$ cat config.mk
export PLATFORM = sky130hd
export DESIGN_NAME = frac_tap_mod
export DESIGN_NICKNAME = d
export VERILOG_FILES = /design/src/rtl/ftm_pkg.sv /design/src/rtl/ftm_frame_ctr.sv /design/src/rtl/ftm_setting_reg.sv /design/src/rtl/ftm_mix_out.sv /design/src/rtl/frac_tap_mod.sv
export SDC_FILE = /design/constraint.sdc
export NUM_CORES = 1
export LEC_CHECK = 0
export CORE_MARGIN = 2
export CORE_UTILIZATION = 44
export DETAILED_ROUTE_END_ITERATION = 8
export GPL_TIMING_DRIVEN = 0
export PLACE_DENSITY = 0.73
export SLEW_MARGIN = 20
export SYNTH_ARGS = -nofsm -noshare
export SYNTH_HDL_FRONTEND = slang
export SYNTH_SLANG_ARGS = --single-unit
$ cat constraint.sdc
create_clock -name clk -period 2.7 [get_ports clk]
set_input_delay 0.405 -clock clk [delete_from_list [all_inputs] [get_ports clk]]
set_output_delay 0.405 -clock clk [all_outputs]
set_load 0.005 [all_outputs]
$ cat src/rtl/ftm_pkg.sv
package ftm_pkg;
  localparam int TAP_BITS  = 5;
  localparam int FRAME_LOG = 5;

  typedef struct packed {
    logic [TAP_BITS-1:0]  tap;
    logic [FRAME_LOG-1:0] code;
  } ftm_setting_t;
endpackage

$ cat src/rtl/ftm_frame_ctr.sv
module ftm_frame_ctr #(
  parameter int FRAME_LOG = 5
) (
  input  logic                 clk,
  input  logic                 rst,
  output logic [FRAME_LOG-1:0] pos_nxt,
  output logic                 load
);
  logic [FRAME_LOG-1:0] cnt_q;

  // Reset parks the counter on the last slot so the first edge opens a frame.
  always_ff @(posedge clk) begin
    if (rst) cnt_q <= '1;
    else     cnt_q <= pos_nxt;
  end

  always_comb begin
    pos_nxt = cnt_q + 1'b1;
    load    = (cnt_q == '1);
  end
endmodule

$ cat src/rtl/ftm_setting_reg.sv
module ftm_setting_reg
  import ftm_pkg::*;
(
  input  logic                 clk,
  input  logic                 rst,
  input  logic                 load,
  input  logic [TAP_BITS-1:0]  tap_in,
  input  logic [FRAME_LOG-1:0] code_in,
  output ftm_setting_t         set_nxt,
  output ftm_setting_t         set_q
);
  always_comb begin
    if (load) set_nxt = '{tap: tap_in, code: code_in};
    else      set_nxt = set_q;
  end

  always_ff @(posedge clk) begin
    if (rst) set_q <= '0;
    else     set_q <= set_nxt;
  end

  // the captured setting only moves on a frame boundary
  a_r5_hold_setting: assert property (@(posedge clk) disable iff (rst)
    !load |=> $stable(set_q));
endmodule

$ cat src/rtl/ftm_mix_out.sv
module ftm_mix_out #(
  parameter int TAP_W  = 5,
  parameter int CODE_W = 5
) (
  input  logic              clk,
  input  logic              rst,
  input  logic              mod_off,
  input  logic [CODE_W-1:0] pos_nxt,
  input  logic [TAP_W-1:0]  tap_nxt,
  input  logic [CODE_W-1:0] code_nxt,
  output logic [TAP_W-1:0]  tap_sel,
  output logic              use_hi,
  output logic              frame_start
);
  localparam logic [TAP_W-1:0] TAP_MAX = '1;

  logic [CODE_W-1:0] pos_rev;
  logic              step_ok;

  for (genvar i = 0; i < CODE_W; i++) begin : g_rev
    assign pos_rev[i] = pos_nxt[CODE_W-1-i];
  end

  always_comb begin
    step_ok = !mod_off && (tap_nxt != TAP_MAX) && (pos_rev < code_nxt);
  end

  always_ff @(posedge clk) begin
    if (rst) begin
      tap_sel     <= '0;
      use_hi      <= 1'b0;
      frame_start <= 1'b0;
    end else begin
      tap_sel     <= step_ok ? tap_nxt + 1'b1 : tap_nxt;
      use_hi      <= step_ok;
      frame_start <= (pos_nxt == '0);
    end
  end

  // the frame marker is a one-cycle pulse
  a_r1_single_pulse: assert property (@(posedge clk) disable iff (rst)
    frame_start |=> !frame_start);
  // disable at an edge gives the base tap in the following cycle
  a_r6_off_base: assert property (@(posedge clk) disable iff (rst)
    mod_off |=> !use_hi);
  // stepping never wraps past the top tap
  a_r7_no_wrap: assert property (@(posedge clk) disable iff (rst)
    use_hi |-> (tap_sel != '0));
endmodule

$ cat src/rtl/frac_tap_mod.sv
module frac_tap_mod
  import ftm_pkg::*;
(
  input  logic                 clk,
  input  logic                 rst,
  input  logic                 mod_off,
  input  logic [TAP_BITS-1:0]  tap_idx,
  input  logic [FRAME_LOG-1:0] mix_code,
  output logic [TAP_BITS-1:0]  tap_sel,
  output logic                 use_hi,
  output logic                 frame_start
);
  localparam int HALF = 1 << (FRAME_LOG - 1);

  logic [FRAME_LOG-1:0] pos_nxt;
  logic                 load;
  ftm_setting_t         set_nxt;
  ftm_setting_t         set_q;

  ftm_frame_ctr #(.FRAME_LOG(FRAME_LOG)) u_ctr (
    .clk     (clk),
    .rst     (rst),
    .pos_nxt (pos_nxt),
    .load    (load)
  );

  ftm_setting_reg u_set (
    .clk     (clk),
    .rst     (rst),
    .load    (load),
    .tap_in  (tap_idx),
    .code_in (mix_code),
    .set_nxt (set_nxt),
    .set_q   (set_q)
  );

  ftm_mix_out #(.TAP_W(TAP_BITS), .CODE_W(FRAME_LOG)) u_mix (
    .clk         (clk),
    .rst         (rst),
    .mod_off     (mod_off),
    .pos_nxt     (pos_nxt),
    .tap_nxt     (set_nxt.tap),
    .code_nxt    (set_nxt.code),
    .tap_sel     (tap_sel),
    .use_hi      (use_hi),
    .frame_start (frame_start)
  );

  // low codes never give back-to-back upper-tap cycles
  a_r3_no_adjacent: assert property (@(posedge clk) disable iff (rst)
    (use_hi && (int'(set_q.code) <= HALF)) |=> !use_hi);
  // a zero code keeps the base tap
  a_r4_zero_code: assert property (@(posedge clk) disable iff (rst)
    (set_q.code == '0) |-> !use_hi);
  // the output is the captured tap plus the step flag
  a_r2_tap_sum: assert property (@(posedge clk) disable iff (rst)
    tap_sel == set_q.tap + {{(TAP_BITS-1){1'b0}}, use_hi});
endmodule

# After elaboration in Yosys (flattened, before gate mapping)
# Index checks and enable logic that the tools add are counted.
# W data, S select, Z words.
totals:
  out_inout_bits: 7
  inputBits: 13
  register_bits: 22
op_classes:
  n_eq_ne: 2
  addsub: 2
  reduce_logical: 4
  n_lt_le_gt_ge: 1
  mux: 2
op_table:
  columns: ["operator", "count"]
  rows:
  - ["$add A5 B1 Y5 const B", 2]
  - ["$mux W10", 1]
  - ["$eq A5 B5 Y1 const B", 1]
  - ["$logic_not A5 Y1", 1]
  - ["$lt A5 B5 Y1", 1]
  - ["$mux W5", 1]
  - ["$ne A5 B5 Y1 const B", 1]
  - ["$logic_and A1 B1 Y1", 2]
  - ["$logic_not A1 Y1", 1]

# Depth between registers and ports, before layout
# Gate-level depths: netlist of the first run.
logic_depth:
  ltp_word: 6
  mapped_depth: 14

# Modules after synthesis
# A second synthesis of the first run with hierarchy kept.
hier_totals:
  hier_cells: 103
  hier_area_um2: 1114.8
modules_own_cells:
  columns: ["mod", "seq_area_each_um2", "n_inst", "area_each_um2", "cells_per_inst"]
  rows:
  - ["ftm_mix_out", 140.1, 1, 486.7, 53]
  - ["ftm_setting_reg", 200.2, 1, 424.2, 31]
  - ["ftm_frame_ctr", 100.1, 1, 203.9, 19]

# Worst setup path after synthesis of the first run
# OpenSTA, ideal clock, no wires.
synth_timing:
  path_type: "register -> register"
  startpoint: "register u_ctr.cnt_q[0]"
  endpoint: "register u_mix.tap_sel[3]"
  t_required_ps: 2579
  synth_period_minus_slack_ps: 3009
  setup_ps: 121
  stages_incl_launch_ff: 14
  path_slack_ps: -309
  t_arrival_ps: 2888
  cell_sequence: "dfxtp_1 > ha_1 > and3_1 > ha_1 > buf_6 > mux2_2 > ha_1 > inv_1 > nor2_1 > ha_1 > nor3_1 > o21ai_2 > nor4_4 > mux2_4"
synth_rtl:
  columns: ["item", "line", "rtl"]
  rows:
  - ["start: declaration", "ftm_frame_ctr.sv:9", "logic [FRAME_LOG-1:0] cnt_q;"]
  - ["start signal: assignment", "ftm_frame_ctr.sv:14", "else cnt_q <= pos_nxt;"]
  - ["end signal: assignment", "ftm_mix_out.sv:34", "tap_sel <= step_ok ? tap_nxt + 1'b1 : tap_nxt;"]
  - ["end: declaration", "ftm_mix_out.sv:11", "output logic [TAP_W-1:0] tap_sel,"]

==> flow_summary.toml, run 1 <==
[floorplanning]
initial_core_util = 0.4573
coreArea_sq_um = 2170
rows = 17
dieArea_sq_um = 2651
ioPinCount = 20
die_y_um = 51.49
die_w_um = 51.49

[synth]
yosysWarnings = 0
avgSynthCellArea_sq_um = 10.02
synth_top_area_cell = "dfxtp_1"
synthTopCellsByArea = "dfxtp_1, ha_1, mux2i_1"
yosys_register_bits = 22
syn_nets = 121
synthCells = 99
synth_top_area_share = 0.4439
yosysUniqueCellTypes = 30
syn_area_sq_um = 992.2
yosysSeqAreaShare = 0.4439

[timing]
rsz0062_at_grt = "yes"
finClkSkew_ns = 0.01168
setup_ws_ns = -0.004271
hold_violations = 0
timing.fmax_mhz = 369.8
drv_slew = 0
finalSetupViolations = 1
fin_crit_ns = 2.704
slew_headroom = 0.5494
timing.final.crit_share = 1.002
tightest_slew_ns = 0.6688

[status]
status = "finished with violations"
violations = "negative setup slack"

[clock_tree]
clkLatencyLatePin_ns = 0.30
cts_tree = "yes"
cts_buffers = 3
ctsHoldBuffers = 0
cts.clk_slew.worst_paths_ns = 0.12
cts_sinks = 22
clockBufferDepth = 2
root_buffer = "clkbuf_4"
h-tree-depth = 1

[power_and_ir_drop]
p_seq_frac = 0.345
p_sw_frac = 0.3523
intPower_mw = 0.7522
p_clk_frac = 0.126
switching_power_mw = 0.4091
pwr_density_cell_nw_per_um2 = 725.1
power_frac_comb = 0.528
finalPower_mw = 1.161
p_leak_nw = 0.6214
ir_drop_uv = 401.3

[routing]
wire_per_inst_um = 15.17
finalWirelength_um = 2518
routed-via-count = 865
drc_errors = 0
antenna_left = 0
vias_per_cell = 5.211
drtPass1Iterations = 3
drtIter0Drc = 6

[finish]
final_layout_size_suffix_gt1_frac = 0.3986
n_antenna_cell = 0
fillers = 145
utilization = 0.7382
nets = 162
multi_input_area_sq_um = 713.2
area_delta_synth_final_pct = 61.41
seq_area_sq_um = 445.4
design_area_sq_um = 1602

[placement]
place_ws_ns = -0.2582
dpl_cell_area_sq_um = 1247
io_buffer_count = 19
gp_congestion = 0.8764
dp_hpwl_um = 1440

[critical_path]
worstPathArrival_ns = 2.91
cpPeakStageDelay_ns = 0.38
cp-end-kind = "flip-flop"
crit_type = "flip-flop to flip-flop"
startpoint_type = "flip-flop"
cpMostUsedCell = "ha_4"
cp_max_fo = 6
crit_chain = "ha_4, and3_4, ha_4, mux2i_4, inv_2, ha_4, inv_4, nor2_4, ha_4, nor3_4, o21ai_4, buf_6, nor4_4, mux2_4"
required_ns = 2.91
critPathSlowestCell = "dfxtp_4"

[grt]
grt_pass1_vias = 896
grtUsageTotal = 0.1947
gr-total-overflow = 0
grt_pass1_wl_um = 3843
grt_max_degree = 12
antenna_found_initial = 0

[hold_path]
worstHoldPathType = "flip-flop to flip-flop"

[run]
maxCapViolations = 0
## stage by stage
step / hold slack, ns / instances / setup TNS (ns)
floorplan: 0.4064 / 99 / 0
global placement: 0.4176 / 146 / -0.2666
detailed placement: 0.4205 / 146 / -0.4723
CTS: 0.5197 / 163 / 0
global route: 0.5746 / 166 / -0.4737
finish: 0.5463 / 166 / -0.004271
## placed cells by master (no fill, tap or decap), types with 2 or more instances in the layout
| cell | n |
|---|---|
| inv_1 | 6 |
| and2_1 | 2 |
| or2_2 | 2 |
| buf_4 | 14 |
| nor4_4 | 2 |
| clkdlybuf4s50_1 | 19 |
| clkbuf_4 | 3 |
| ha_4 | 4 |
| nand2_1 | 5 |
| mux2i_1 | 5 |
| mux2i_4 | 2 |
| mux2_4 | 2 |
| dfxtp_1 | 20 |
| o21a_4 | 2 |
| ha_1 | 5 |
| a21oi_2 | 2 |
| buf_6 | 3 |
| nor2_1 | 10 |
| nor3_2 | 5 |
## final cells by class
cell class	count	area share
multi-input combinational	67	0.4453
timing repair buffer	37	0.2180
tap	28	0.02187
inverter	8	0.02031
clock buffer	3	0.01406
buffer	1	0.002344
sequential	22	0.2781
## what timing repair did
action                     in CTS  in global routing
setup buffers                  14                  6
setup endpoints to repair       5                  6
resized for setup              12                 27
pin swaps                       3                 14
## cells in the mapped netlist
cell type and number:
nor2b_1 1, o21ai_0 2, nand3_1 1, xnor2_1 1
xor2_1 1, dfxtp_1 22, o21ai_2 1, and4_1 1
o21a_1 1, and3_1 1, nor2_1 11, nor4_1 2
mux2i_1 8, inv_1 8, mux2_2 1, nor3_1 6
nor4_4 1, a32oi_1 1, clkbuf_1 1, mux2_4 1
or2_2 2, o21a_4 1, o31a_2 1, a211oi_1 1
a21oi_1 4, ha_1 9, and2_1 2, buf_6 1
o31ai_1 1, nand2_1 5
## kinds of logic (layout without fill, tap and decap cells)
kind of cell               Yosys count  in the layout  synth area share
AOI/OAI and AO/OA                   13             13           0.09585
xor gates and xnor gates             2              2           0.01766
and+or+nand+nor                     33             33            0.1765
DFF                                 22             22            0.4439
buffers and inverters               10             49           0.04539
muxes                               10             10            0.1072
adders and majority gates            9              9            0.1135
## state kept, by name, indices dropped and copies added (netlist names)
name / cells
u_set.set_q: 10
u_mix.frame_start: 1
u_mix.tap_sel: 5
u_mix.use_hi: 1
u_ctr.cnt_q: 5
## worst max-delay path: cells and delay by family, from the launching register on
family | cells | cell delay [ns]
multiplexers | 2 | 0.59
AND/OR/NAND/NOR | 4 | 0.59
buffers and inverters | 3 | 0.28
AO/OA/AOI/OAI | 1 | 0.09
adder cells (fa/ha/maj) | 4 | 0.67
flip-flops | 1 | 0.38
## worst paths after layout
check	from	end	slack, ns	depth (start not counted)
hold reg to reg	u_set.set_q[1]	u_set.set_q[1]	0.55	2
setup / recovery	u_ctr.cnt_q[0]	u_mix.tap_sel[3]	-0.004	14
setup reg to reg	u_ctr.cnt_q[0]	u_mix.tap_sel[3]	-0.004	14
hold / removal	u_set.set_q[1]	u_set.set_q[1]	0.55	2
## power groups by stage
stage | clock [mW] | sequential, mW | combinational (mW)
detailed placement | 0 | 0.406 | 0.351
CTS | 0.146 | 0.399 | 0.461
finish | 0.147 | 0.401 | 0.614
global route | 0.164 | 0.406 | 0.663
floorplan | 0 | 0.405 | 0.245
global placement | 0 | 0.402 | 0.339
## per-layer routing
layer | wire, um | track usage | vias to the layer above
li1 | - | - | 423
met1 | 984 | 0.2117 | 416
met2 | 1386 | 0.3590 | 20
met3 | 73 | 0.04094 | 6
met4 | 73 | 0.08333 | 0
met5 | 0 | 0 | -
(Power assumes the default switching activity.)
==> inputs of run 2 (changes only) <==
- CORE_UTILIZATION: 44 -> 46
- PLACE_DENSITY: 0.73 -> 0.74
- SYNTH_HIERARCHICAL: not set -> 1
==> flow_summary.toml, run 2 <==
[status]
status = "finished with violations"
violations = "negative setup slack"

[clock_tree]
cts_tree = "yes"
root_buffer = "clkbuf_4"
clockBufferDepth = 2
cts_sinks = 22
h-tree-depth = 1
clkLatencyLatePin_ns = 0.29
cts_buffers = 3
cts.clk_slew.worst_paths_ns = 0.11

[timing]
timing.fmax_mhz = 341.7
hold_ws_ns = 0.5563
hold_violations = 0
rsz0062_at_grt = "yes"
drv_slew = 0
fin_crit_ns = 2.926
slew_headroom = 0.5457
tightest_slew_ns = 0.6794
setup_ws_ns = -0.2265
finalSetupViolations = 6
timing.final.crit_share = 1.084
finClkSkew_ns = 0.004352

[finish]
most-common-layout-cells = "dfxtp_1, clkdlybuf4s50_1, nor2b_1"
utilization = 0.6687
area_delta_synth_final_pct = 35.24
final_layout_size_suffix_gt1_frac = 0.2932
layout_commonest_cell = "dfxtp_1"
multi_input_area_sq_um = 715.7
nets = 156
largest_reg_flops = 10
seq_area_sq_um = 442.9
fillers = 193
n_antenna_cell = 0
reg_top3 = "u_set/set_q (10), u_ctr/cnt_q (5), u_mix/tap_sel (5)"
regMostFlops = "u_set/set_q"
design_area_sq_um = 1508

[placement]
place_ws_ns = -0.3272
dpl_cell_area_sq_um = 1421
gp_congestion = 0.7997
io_buffer_count = 19
dp_hpwl_um = 1450

[synth]
yosysSeqAreaShare = 0.3951
synth_enable_flop_cells = 0
synth_top_area_cell = "dfxtp_1"
syn_nets = 124
synthCells = 103
synth_top_area_share = 0.3951
synth_commonest_cells = "dfxtp_1, nor2b_1, mux2_4"
synthTopCellsByArea = "dfxtp_1, mux2_4, ha_1"
avgSynthCellArea_sq_um = 10.82
yosysWarnings = 6
syn_area_sq_um = 1115
synth-main-ff-cell = "dfxtp_1"
yosys_register_bits = 22
yosysMostFrequentCell = "dfxtp_1"
yosysUniqueCellTypes = 31
synthArstFlopShare = 0

[floorplanning]
ioPinCount = 20
die_y_um = 53.23
rows = 17
coreArea_sq_um = 2255
die_w_um = 53.23
initial_core_util = 0.4945
dieArea_sq_um = 2833

[critical_path]
worstPathArrival_ns = 3.13
crit_type = "flip-flop to flip-flop"
required_ns = 2.91
worstRegToRegCells = 11
reg2reg_setup_slack_ns = -0.23
cp_max_fo = 6
cp-end-kind = "flip-flop"
startpoint_type = "flip-flop"

[grt]
grt_pass1_vias = 828
grt_max_degree = 22
antenna_found_initial = 0
grtUsageTotal = 0.1658
gr-total-overflow = 0
grt_pass1_wl_um = 3381

[routing]
antenna_left = 0
drtIter0Drc = 8
finalWirelength_um = 2005
drtPass1Iterations = 3
drc_errors = 0
vias_per_cell = 5.019
routed-via-count = 808
wire_per_inst_um = 12.45

[run]
maxCapViolations = 0

[power_and_ir_drop]
finalPower_mw = 1.008
p_leak_nw = 0.5957
pwr_density_cell_nw_per_um2 = 668.3
ir_drop_uv = 415.0

[hold_path]
worstHoldPathType = "flip-flop to flip-flop"
min_path_cells = 2
==> run 2: changes by cell type after synthesis, moves of 3 or more <==
cell,before,now
nand2b_1,0,5
mux2_4,1,10
nor2b_1,1,16
nor2_1,11,3
nand2_1,5,2
mux2i_1,8,3
nor3_1,6,1
==> run 2: through the flow <==
step | cells | setup TNS, ns
after floorplan | 103 | -0.6017
after global placement | 150 | -1.259
after detailed placement | 150 | -1.382
after CTS | 161 | -1.109
after global routing | 161 | -1.318
final | 161 | -0.8237
==> run 2: worst paths after layout <==
check / startpoint / to
worst max-delay path: u_ctr/cnt_q[1] / u_mix/tap_sel[3]
worst min-delay path: u_ctr/cnt_q[0] / u_ctr/cnt_q[0]
worst max register to register: u_ctr/cnt_q[1] / u_mix/tap_sel[3]
worst min register to register: u_ctr/cnt_q[0] / u_ctr/cnt_q[0]
==> run 2: metal layers <==
| layer | GRT usage | vias up | share of wire |
|---|---|---|---|
| met5 | 0 | - | 0 |
| met4 | 0.07692 | 0 | 0.0080 |
| met3 | 0.02825 | 2 | 0.043 |
| met2 | 0.2798 | 15 | 0.48 |
| met1 | 0.2024 | 374 | 0.47 |
| li1 | - | 417 | - |
==> run 2: repair_timing <==
| item | 4_1_cts | 5_1_grt |
|---|---|---|
| setup endpoints to repair | 6 | 6 |
| endpoints found under the hold margin | 0 | 0 |
| gates cloned | 0 | 0 |
| gates resized for setup | 5 | 0 |
| setup buffers | 8 | 1 |
| pin swaps | 0 | 4 |
| hold buffers | 0 | 0 |
==> run 2: kinds of logic (layout without fill, tap and decap cells) <==
| kind of cell | after synthesis | after routing | share of synthesized area |
|---|---|---|---|
| AOI/OAI and AO/OA | 10 | 10 | 0.07745 |
| xor gates and xnor gates | 2 | 2 | 0.01572 |
| adders and majority gates | 8 | 8 | 0.08979 |
| buffers and inverters | 8 | 38 | 0.03366 |
| DFF | 22 | 22 | 0.3951 |
| muxes | 15 | 15 | 0.1818 |
| and+or+nand+nor | 38 | 38 | 0.2065 |
==> run 2: power breakdown <==
group          total [mW]  leakage, nW  internal [mW]  switching, mW
registers           0.396        0.180          0.375         0.0210
clock network       0.139       0.0138         0.0518         0.0873
logic               0.473        0.401          0.273          0.200
==> run 2: layout make-up <==
cell class | count | area share
buffer | 1 | 0.002490
clock buffer | 3 | 0.01494
inverter | 6 | 0.01494
multi-input combinational | 73 | 0.4747
sequential | 22 | 0.2938
tap | 28 | 0.02324
timing repair buffer | 28 | 0.1759
==> run 2: critical path, cell delays in order, from the launching register on <==
cell,delay (ns)
dfxtp_2,0.37
ha_4,0.13
and3_4,0.18
ha_4,0.20
mux2_4,0.34
ha_4,0.16
and3_4,0.15
ha_4,0.14
or3_4,0.35
or4_1,0.52
a211o_1,0.23
o311ai_1,0.06
==> inputs of run 3 (changes only) <==
- CORE_UTILIZATION: 46 -> 44
- PLACE_DENSITY: 0.74 -> 0.73
- SYNTH_HIERARCHICAL: 1 -> not set
==> results of run 3 <==
Same layout as run 1: the final DEF is identical, and so are final timing and power.
